<file path="src/rtl/i2c_bclr_pkg.sv">
package i2c_bclr_pkg;

    typedef enum logic [2:0] {
        BC_IDLE      = 3'd0,
        BC_NACK      = 3'd1,
        BC_LOW       = 3'd2,
        BC_HIGH      = 3'd3,
        BC_STOP_LOW  = 3'd4,
        BC_STOP_HIGH = 3'd5,
        BC_FIN       = 3'd6
    } bc_state_e;

    typedef struct packed {
        logic scl_low;
        logic sda_low;
    } bc_drive_t;

    // Minimum usable half-period: the STOP needs one cycle of SCL low before SDA falls.
    localparam int unsigned BC_MIN_HALF = 2;

    function automatic logic [31:0] bc_pick_half(input logic [31:0] req,
                                                 input logic [31:0] dflt);
        if (req == 32'd0)
            return dflt;
        if (req < BC_MIN_HALF)
            return BC_MIN_HALF;
        return req;
    endfunction

    function automatic logic bc_is_released_phase(input bc_state_e s);
        return (s == BC_HIGH) || (s == BC_STOP_HIGH);
    endfunction

endpackage

</file>
<file path="src/rtl/bclr_phase_timer.sv">
module bclr_phase_timer #(
    parameter int CNT_W = 16
) (
    input  logic             clk,
    input  logic             rst,
    input  logic             clear_i,
    input  logic             advance_i,
    input  logic [CNT_W-1:0] limit_i,
    output logic             expire_o,
    output logic             first_o
);
    logic [CNT_W-1:0] tick_q;

    assign expire_o = advance_i && (tick_q == (limit_i - CNT_W'(1)));
    assign first_o  = (tick_q == '0);

    always_ff @(posedge clk) begin
        if (rst || clear_i)
            tick_q <= '0;
        else if (expire_o)
            tick_q <= '0;
        else if (advance_i)
            tick_q <= tick_q + CNT_W'(1);
    end
endmodule

</file>
<file path="src/rtl/bclr_pulse_counter.sv">
module bclr_pulse_counter #(
    parameter int NUM_PULSES = 9
) (
    input  logic clk,
    input  logic rst,
    input  logic clear_i,
    input  logic incr_i,
    output logic last_o
);
    localparam int PW = $clog2(NUM_PULSES + 1);

    logic [PW-1:0] done_q;

    assign last_o = (done_q == PW'(NUM_PULSES - 1));

    always_ff @(posedge clk) begin
        if (rst || clear_i)
            done_q <= '0;
        else if (incr_i)
            done_q <= done_q + PW'(1);
    end
endmodule

</file>
<file path="src/rtl/bclr_fsm.sv">
module bclr_fsm
    import i2c_bclr_pkg::*;
(
    input  logic      clk,
    input  logic      rst,
    input  logic      start_i,
    input  logic      expire_i,
    input  logic      last_pulse_i,
    output bc_state_e state_o,
    output logic      accept_o,
    output logic      pulse_done_o
);
    bc_state_e state_q, state_d;

    assign state_o      = state_q;
    assign accept_o     = (state_q == BC_IDLE) && start_i;
    assign pulse_done_o = (state_q == BC_HIGH) && expire_i;

    always_comb begin
        state_d = state_q;
        unique case (state_q)
            BC_IDLE:      if (start_i)  state_d = BC_NACK;
            BC_NACK:      if (expire_i) state_d = BC_LOW;
            BC_LOW:       if (expire_i) state_d = BC_HIGH;
            BC_HIGH:      if (expire_i) state_d = last_pulse_i ? BC_STOP_LOW : BC_LOW;
            BC_STOP_LOW:  if (expire_i) state_d = BC_STOP_HIGH;
            BC_STOP_HIGH: if (expire_i) state_d = BC_FIN;
            BC_FIN:                     state_d = BC_IDLE;
            default:                    state_d = BC_IDLE;
        endcase
    end

    always_ff @(posedge clk) begin
        if (rst)
            state_q <= BC_IDLE;
        else
            state_q <= state_d;
    end
endmodule

</file>
<file path="src/rtl/i2c_bus_clear.sv">
module i2c_bus_clear
    import i2c_bclr_pkg::*;
#(
    parameter int CLK_HZ     = 100_000_000,
    parameter int CNT_W      = 16,
    parameter int NUM_PULSES = 9
) (
    input  logic             clk,
    input  logic             rst,
    input  logic             start_i,
    input  logic [CNT_W-1:0] half_period_i,
    input  logic             scl_i,
    input  logic             sda_i,
    output logic             scl_drive_low_o,
    output logic             sda_drive_low_o,
    output logic             busy_o,
    output logic             done_o,
    output logic             sda_ok_o
);
    localparam int DEFAULT_HALF = CLK_HZ / 50_000;

    bc_state_e        state;
    bc_drive_t        drive;
    logic             accept, pulse_done, last_pulse;
    logic             expire, first_tick, advance;
    logic [CNT_W-1:0] half_q;
    logic [CNT_W-1:0] half_eff;
    logic             sda_ok_q;

    assign half_eff = CNT_W'(bc_pick_half(32'(half_period_i), 32'(DEFAULT_HALF)));

    always_ff @(posedge clk) begin
        if (rst)
            half_q <= CNT_W'(BC_MIN_HALF);
        else if (accept)
            half_q <= half_eff;
    end

    // A released phase only advances while the line is really high (stretching).
    assign advance = bc_is_released_phase(state) ? scl_i : 1'b1;

    bclr_fsm u_fsm (
        .clk          (clk),
        .rst          (rst),
        .start_i      (start_i),
        .expire_i     (expire),
        .last_pulse_i (last_pulse),
        .state_o      (state),
        .accept_o     (accept),
        .pulse_done_o (pulse_done)
    );

    bclr_phase_timer #(.CNT_W(CNT_W)) u_timer (
        .clk       (clk),
        .rst       (rst),
        .clear_i   (state == BC_IDLE || state == BC_FIN),
        .advance_i (advance),
        .limit_i   (half_q),
        .expire_o  (expire),
        .first_o   (first_tick)
    );

    bclr_pulse_counter #(.NUM_PULSES(NUM_PULSES)) u_pulses (
        .clk     (clk),
        .rst     (rst),
        .clear_i (state == BC_IDLE),
        .incr_i  (pulse_done),
        .last_o  (last_pulse)
    );

    always_comb begin
        drive.scl_low = (state == BC_LOW) || (state == BC_STOP_LOW);
        drive.sda_low = ((state == BC_STOP_LOW) && !first_tick) || (state == BC_STOP_HIGH);
    end

    always_ff @(posedge clk) begin
        if (rst)
            sda_ok_q <= 1'b0;
        else if (state == BC_FIN)
            sda_ok_q <= sda_i;
    end

    assign scl_drive_low_o = drive.scl_low;
    assign sda_drive_low_o = drive.sda_low;
    assign busy_o          = (state != BC_IDLE);
    assign done_o          = (state == BC_FIN);
    assign sda_ok_o        = sda_ok_q;
endmodule

</file>
<file path="config.mk">
export PLATFORM = sky130hd
export DESIGN_NAME = i2c_bus_clear
export DESIGN_NICKNAME = d
export VERILOG_FILES = /design/src/rtl/i2c_bclr_pkg.sv /design/src/rtl/bclr_phase_timer.sv /design/src/rtl/bclr_pulse_counter.sv /design/src/rtl/bclr_fsm.sv /design/src/rtl/i2c_bus_clear.sv
export SDC_FILE = /design/constraint.sdc
export NUM_CORES = 1
export LEC_CHECK = 0
export BUFFER_PORTS_ARGS = -buffer_cell sky130_fd_sc_hd__buf_2
export CAP_MARGIN = 25
export CORE_MARGIN = 1.5
export CORE_UTILIZATION = 55
export CTS_BUF_LIST = sky130_fd_sc_hd__clkbuf_16
export CTS_CLUSTER_DIAMETER = 40
export CTS_CLUSTER_SIZE = 28
export DETAILED_ROUTE_END_ITERATION = 8
export GPL_ROUTABILITY_DRIVEN = 0
export PLACE_DENSITY_LB_ADDON = 0.2
export SKIP_LAST_GASP = 1
export SYNTH_ARGS = -nofsm -noshare
export SYNTH_HDL_FRONTEND = slang
export SYNTH_SLANG_ARGS = --single-unit
export TNS_END_PERCENT = 5
</file>
<file path="constraint.sdc">
create_clock -name clk -period 7.1 [get_ports clk]
set_input_delay 0.71 -clock clk [delete_from_list [all_inputs] [get_ports clk]]
set_output_delay 0.71 -clock clk [all_outputs]
set_load 0.01 [all_outputs]
</file>
After elaboration in Yosys (flattened, before gate mapping)
Cells that the tools add are included.

Register bits after elaboration: 40. Word-level logic and storage cells: 56.

Add/sub/neg operators: 3. Magnitude comparators: 1. Equal/unequal tests: 14. Mux-type cells: 16. Reductions and logical operators: 17.

Operators with widths (count): two-way mux 16 bit (4); logical NOT 16 bit (2); two-way mux 3 bit (7); one-hot mux 3 bit (6 select lines) (1); adder 16 x 1 -> 16 bit, second input constant (1); == test 16 bit (1); less-than comparator 16 x 2 -> 1 bit, second input constant (1); subtractor 16 x 1 -> 16 bit, second input constant (1); != test 2 x 1 -> 1 bit, second input constant (5); == test 3 bit, second input constant (3); == test 3 x 2 -> 1 bit, second input constant (2); logical OR 1 bit (6); AND reduction 6 bit (1); adder 4 x 1 -> 4 bit, second input constant (1); == test 4 bit, second input constant (1); logical AND 1 bit (4); two-way mux 1 bit (4); == test 3 x 1 -> 1 bit, second input constant (1); logical NOT 3 bit (1); nonzero test 3 bit (1); != test 2 bit, second input constant (1); OR reduction 2 bit (1); logical NOT 1 bit (1).

Depth between registers and ports, before layout
Depth after elaboration: 6. Mapped depth: 11. Mapped depth without buffers: 9.

Hierarchy
Synthesis repeated with hierarchy kept, for this count alone.

Cell total of the unflattened synthesis: 306. Area, all modules: 2593.7 µm².

By module, submodules not included: bclr_phase_timer (times used 1, cells an instance 174, area an instance 1381.3 µm², sequential area each 320.3 µm²); i2c_bus_clear (times used 1, cells an instance 89, area an instance 822.0 µm², sequential area each 340.3 µm²); bclr_pulse_counter (times used 1, cells an instance 21, area an instance 216.5 µm², sequential area each 80.1 µm²); bclr_fsm (times used 1, cells an instance 22, area an instance 173.9 µm², sequential area each 60.1 µm²).

Worst setup path before layout
OpenSTA, ideal clock, no wires.

Path type: register -> register. Start point: reg half_q[6]. End point: reg u_pulses.done_q[2]. Setup time: 70 ps. Arrival time: 2510 ps. Required time: 7030 ps. Slack: 4520 ps. Stages on the path, launching flop included: 10. Buffers on the path: 2. Period minus slack after synthesis: 2580 ps. Path through: dfxtp_1 -> buf_6 -> nor4_4 -> nand2_2 -> or4_4 -> a2111oi_4 -> nand4_1 -> buf_2 -> or4_1 -> a21oi_1.

Longest elaborated chain between the ends: 4.

Ends and longest elaborated chain: from (decl) (line i2c_bus_clear.sv:26) `logic [CNT_W-1:0] half_q;`; from (signal assigned) (line i2c_bus_clear.sv:34) `half_q <= CNT_W'(BC_MIN_HALF);`; from (signal assigned) (line i2c_bus_clear.sv:36) `half_q <= half_eff;`; subtractor 16 x 1 -> 16 bit (line bclr_phase_timer.sv:14) `assign expire_o = advance_i && (tick_q == (limit_i - CNT_W'(1)));`; == test 16 bit (line bclr_phase_timer.sv:14); logical AND 1 bit (line bclr_phase_timer.sv:14); logical AND 1 bit (line bclr_fsm.sv:17) `assign pulse_done_o = (state_q == BC_HIGH) && expire_i;`; to (signal assigned) (line bclr_pulse_counter.sv:20) `done_q <= done_q + PW'(1);`; to (decl) (line bclr_pulse_counter.sv:12) `logic [PW-1:0] done_q;`.

Every way passes these cells. A chain may end at the register's enable or synchronous reset.

Worst setup path in the final report
Start point: reg half_q[0]. End point: reg u_pulses.done_q[3].

Same word-level chain as after synthesis.

==> flow_results.org <==
** Worst setup path
- On the critical path, the stage with the largest delay is an instance of or4_1.
- Along the worst path, the maximum fanout reaches 11.
- STA classifies the critical path startpoint as a flip-flop.
- Worst path max stage delay :: ~0.6 ns
- Data on the critical path is required at its endpoint by 7.31 ns.
- Arrival @ worst endpoint :: 3.25 ns
- The critical path goes through inv_1 -> ha_1 -> nor4b_2 -> and3_1 -> a211oi_1 -> o31ai_1 -> nand4_1 -> or4_1 -> a21oi_1.
- The worst setup path is captured at a flip-flop.
- Type of the worst setup path :: flip-flop to flip-flop

** STA
- Fin crit period :: a little over 3 ns
- Pins over their slew limit :: 0
- Timing would allow up to between 300 and 400 MHz.
- On the final layout, the worst clock skew is 0.00346 ns.
- Setup repair after global routing left no endpoint under its margin.
- Hold Violations, Final :: 0
- Setup violations remaining at the end of the flow were counted as 0.
- Crit share post-route :: between 40% and 50%
- Slew Limit Headroom :: 55.5%
- Worst-Margin Slew :: 0.660 ns
- After routing, the total negative slack on setup checks comes to 0 ns.

** Run
- Max Cap Viol :: 0

** Synth
- Area contributors post-synth :: dfxtp_1 (33%), xnor2_1 (6.4%), xor2_1 (5.7%)
- Summing every instance area after synthesis gives about 2500 sq um.
- During synthesis, Yosys emitted a total of 0 warnings.
- Number of standard cells after synthesis :: 310
- For this run, the leading register cell type out of synthesis is dfxtp_1.
- Total of flip-flops plus latches after synthesis :: 40
- Share of the synthesized netlist area taken by xor and xnor gates :: approximately an eighth
- By count the netlist is led by dfxtp_1 (40), nor2_1 (36), a21oi_1 (26).
- By area, the combinational part of the netlist is dominated by simple AND/OR/NAND/NOR gates.
- Share of synthesized registers carrying an async set or reset :: 0%
- Sequential share of the synthesized area :: around a third
- In this run the biggest area consumer among cell types represents 32.6% of the synthesized area.
- Post-synth top area cell :: dfxtp_1
- Synthesized net count :: 336
- The netlist uses 51 different library cells.
- Averaged over all synthesized cells, the footprint is 7.93 sq um.
- Most numerous cell in the Yosys netlist :: dfxtp_1
- Post-synthesis adder-cell area fraction :: 2.55%
- Share of cell area taken by muxes after synthesis :: 0.407%
- EDFF count, synth :: 0
- Fraction of the mapped netlist area in compound gates :: between 10 and 15%
- Summing the areas of all and, or, nand and nor instances in the mapped netlist gives 32.5% of the synthesized area.

** Power
- Register share of total power :: 46.5%
- IR analysis of the VDD net gives a maximum drop of between 0.0001 and 0.00015 V.
- The internal portion of the total power is 389 uW.
- Sw power :: 136 uW
- Overall power consumption after layout is estimated at 525 uW.
- Switching part of the total :: 25.9%
- Portion of total power attributed to combinational logic :: roughly 14%
- PwrDens :: 194 nW/um^2
- The clock network burns 39.9% of the power.
- Leak pwr :: 0.00100 uW

** Clocking
- PostCTS Resize Cnt :: 0
- The number of hold buffers added after CTS was 0.
- Insertion delay to the later sink of the worst-skew pair :: about 0.28 ns
- For this design, the sink count on the clock tree is 40.
- TritonCTS built the clock tree.
- Clock Path Buffers :: 2
- In this run the post-CTS setup repair buffer count came out at 0.
- The H-tree was split into 2 levels.
- After clock tree synthesis, the clock-pin slew on the worst setup and hold paths is approximately 0.06 ns.
- The cell sitting at the root of the clock tree is a clkbuf_16.
- In this run, CTS created clock tree buffers numbering 5.

** Detailed routing
- Summed over all layers, the routed wires come to 5420 microns.
- Summing over every cut layer, the via total after detailed routing is 2212.
- Dividing the detail-routed wire length by the instance count gives 14.3 microns.
- Antenna Nets Post-Route :: 0
- Vias per cell :: 5.85
- After the first detailed-routing iteration, the DRC count stood at 86.
- For this run, design rule violations remaining after detail routing come to 0.
- Number of search-and-repair iterations in the first detailed-routing pass :: 4

** GRT
- Number of antenna violations at the first check in global routing :: 0
- Global route overflow :: 0
- The number of global-route vias before repair was 1961.
- All-Layer GR Usage :: 23.4%
- Global-route wire length before repair :: 9230 microns
- Pin count of the biggest net entering global routing :: 23

** Place
- Number of cells after detailed placement :: 370
- Placed Instance Area :: 2570 sq um
- The count of buffers added on input and output ports is 25.
- Post-detail-place hpwl :: 4070 microns

** Layout
- Relative to the synthesized area, the layout overhead comes to 10.2%.
- Cells with a size suffix above 1 make up 14.4% of the layout.
- The repair_antennas step left the layout with diodes totalling 0.
- Final Instance Count excl. Fillers :: 378
- After routing the design area is 2710 sq um.
- The net count of the finished layout is 351.

** Die
- The initialized floorplan defines 24 standard-cell rows.
- For this configuration, the core starts out at a cell density of 56.8%.
- From bottom edge to top edge, the die measures 69.8 microns.
- For this design the top-level I/O count stands at 26.
- Die X-Extent :: around 70 microns
- The core region is approximately 4300 sq um.
- The die covers 4880 sq um.

** Worst hold path
- The tightest min-delay check is of the flip-flop to flip-flop type.

** Status
- The flow ran to the end, and the final reports show no timing, DRC or antenna violations.
## cell usage in the layout (no fill, tap or decap), drive strengths merged, types with 2 or more instances in the layout
cell,instances
a211oi,2
a21oi,26
a311oi,2
a32o,2
a41oi,2
and2,2
and3,6
buf,25
clkbuf,5
dfxtp,40
ha,5
inv,15
nand2,26
nand2b,4
nand3,6
nand3b,3
nand4,14
nor2,36
nor2b,7
nor3,16
nor3b,3
nor4,7
nor4b,2
o211a,2
o21ai,6
o31ai,5
or2,2
or3,4
or4,5
xnor2,18
xor2,16
## kinds of logic after synthesis
| group | Yosys count |
|---|---|
| flip-flops | 40 |
| multiplexers | 1 |
| buffers and inverters | 30 |
| AND/OR/NAND/NOR | 146 |
| XOR/XNOR | 34 |
| adder cells (fa/ha/maj) | 5 |
| AO/OA/AOI/OAI | 54 |
## state kept, by name, indices dropped and copies added, names as in the netlist
register,cells
half_q,16
sda_ok_o,1
u_fsm.state_o,3
u_pulses.done_q,4
u_timer.tick_q,16
## metal layers
layer | vias up | GRT usage, % | part of all wire, %
met5 | - | 0 | 0
met3 | 10 | 4.80 | 4.7
met4 | 0 | 8.76 | 1.9
met1 | 1012 | 33.1 | 48
li1 | 1127 | - | -
met2 | 63 | 35.3 | 46
## path summary, 6_finish.rpt
check / startpoint / end / slack (ns) / cells after the start
max: half_q[0] / u_pulses.done_q[3] / 4.05 / 9
min: sda_ok_o / sda_ok_o / 0.49 / 2
max reg2reg: half_q[0] / u_pulses.done_q[3] / 4.05 / 9
min reg2reg: sda_ok_o / sda_ok_o / 0.49 / 2
## through the flow
stage	hold slack [ns]	setup WS [ns]	utilization, %
floorplan	0.450	4.52	-
global placement	0.463	4.21	59.5
detailed placement	0.480	4.09	59.5
CTS	0.491	4.07	62.6
global route	0.514	3.79	62.6
finish	0.490	4.05	62.6
## power by group through the flow
| stage | sequential (uW) | combinational [uW] | clock (uW) |
|---|---|---|---|
| 2_1_floorplan | 243 | 57.5 | 0 |
| 3_3_place_gp | 248 | 69.9 | 0 |
| 3_5_place_dp | 249 | 71.0 | 0 |
| 4_1_cts | 244 | 71.3 | 214 |
| 5_1_grt | 246 | 80.2 | 224 |
| 6_report | 244 | 71.3 | 209 |
## critical path: cells and delay by family (launching register included)
kind | cells | cell delay [ns]
AOI/OAI and AO/OA | 3 | 0.55
adders and majority gates | 1 | 0.18
buffers and inverters | 1 | 0.07
DFF | 1 | 0.35
and+or+nand+nor | 4 | 1.83
## layout make-up
class                           instances  area [sq um]
Clock buffer                            5           125
Clock inverter                          3          11.3
Sequential cell                        40           801
Timing Repair Buffer                   25           125
Multi-Input combinational cell        240          1530
Fill cell                             407          1620
Tap cell                               52          65.1
Inverter                               13          48.8
(Power assumes the default switching activity.)
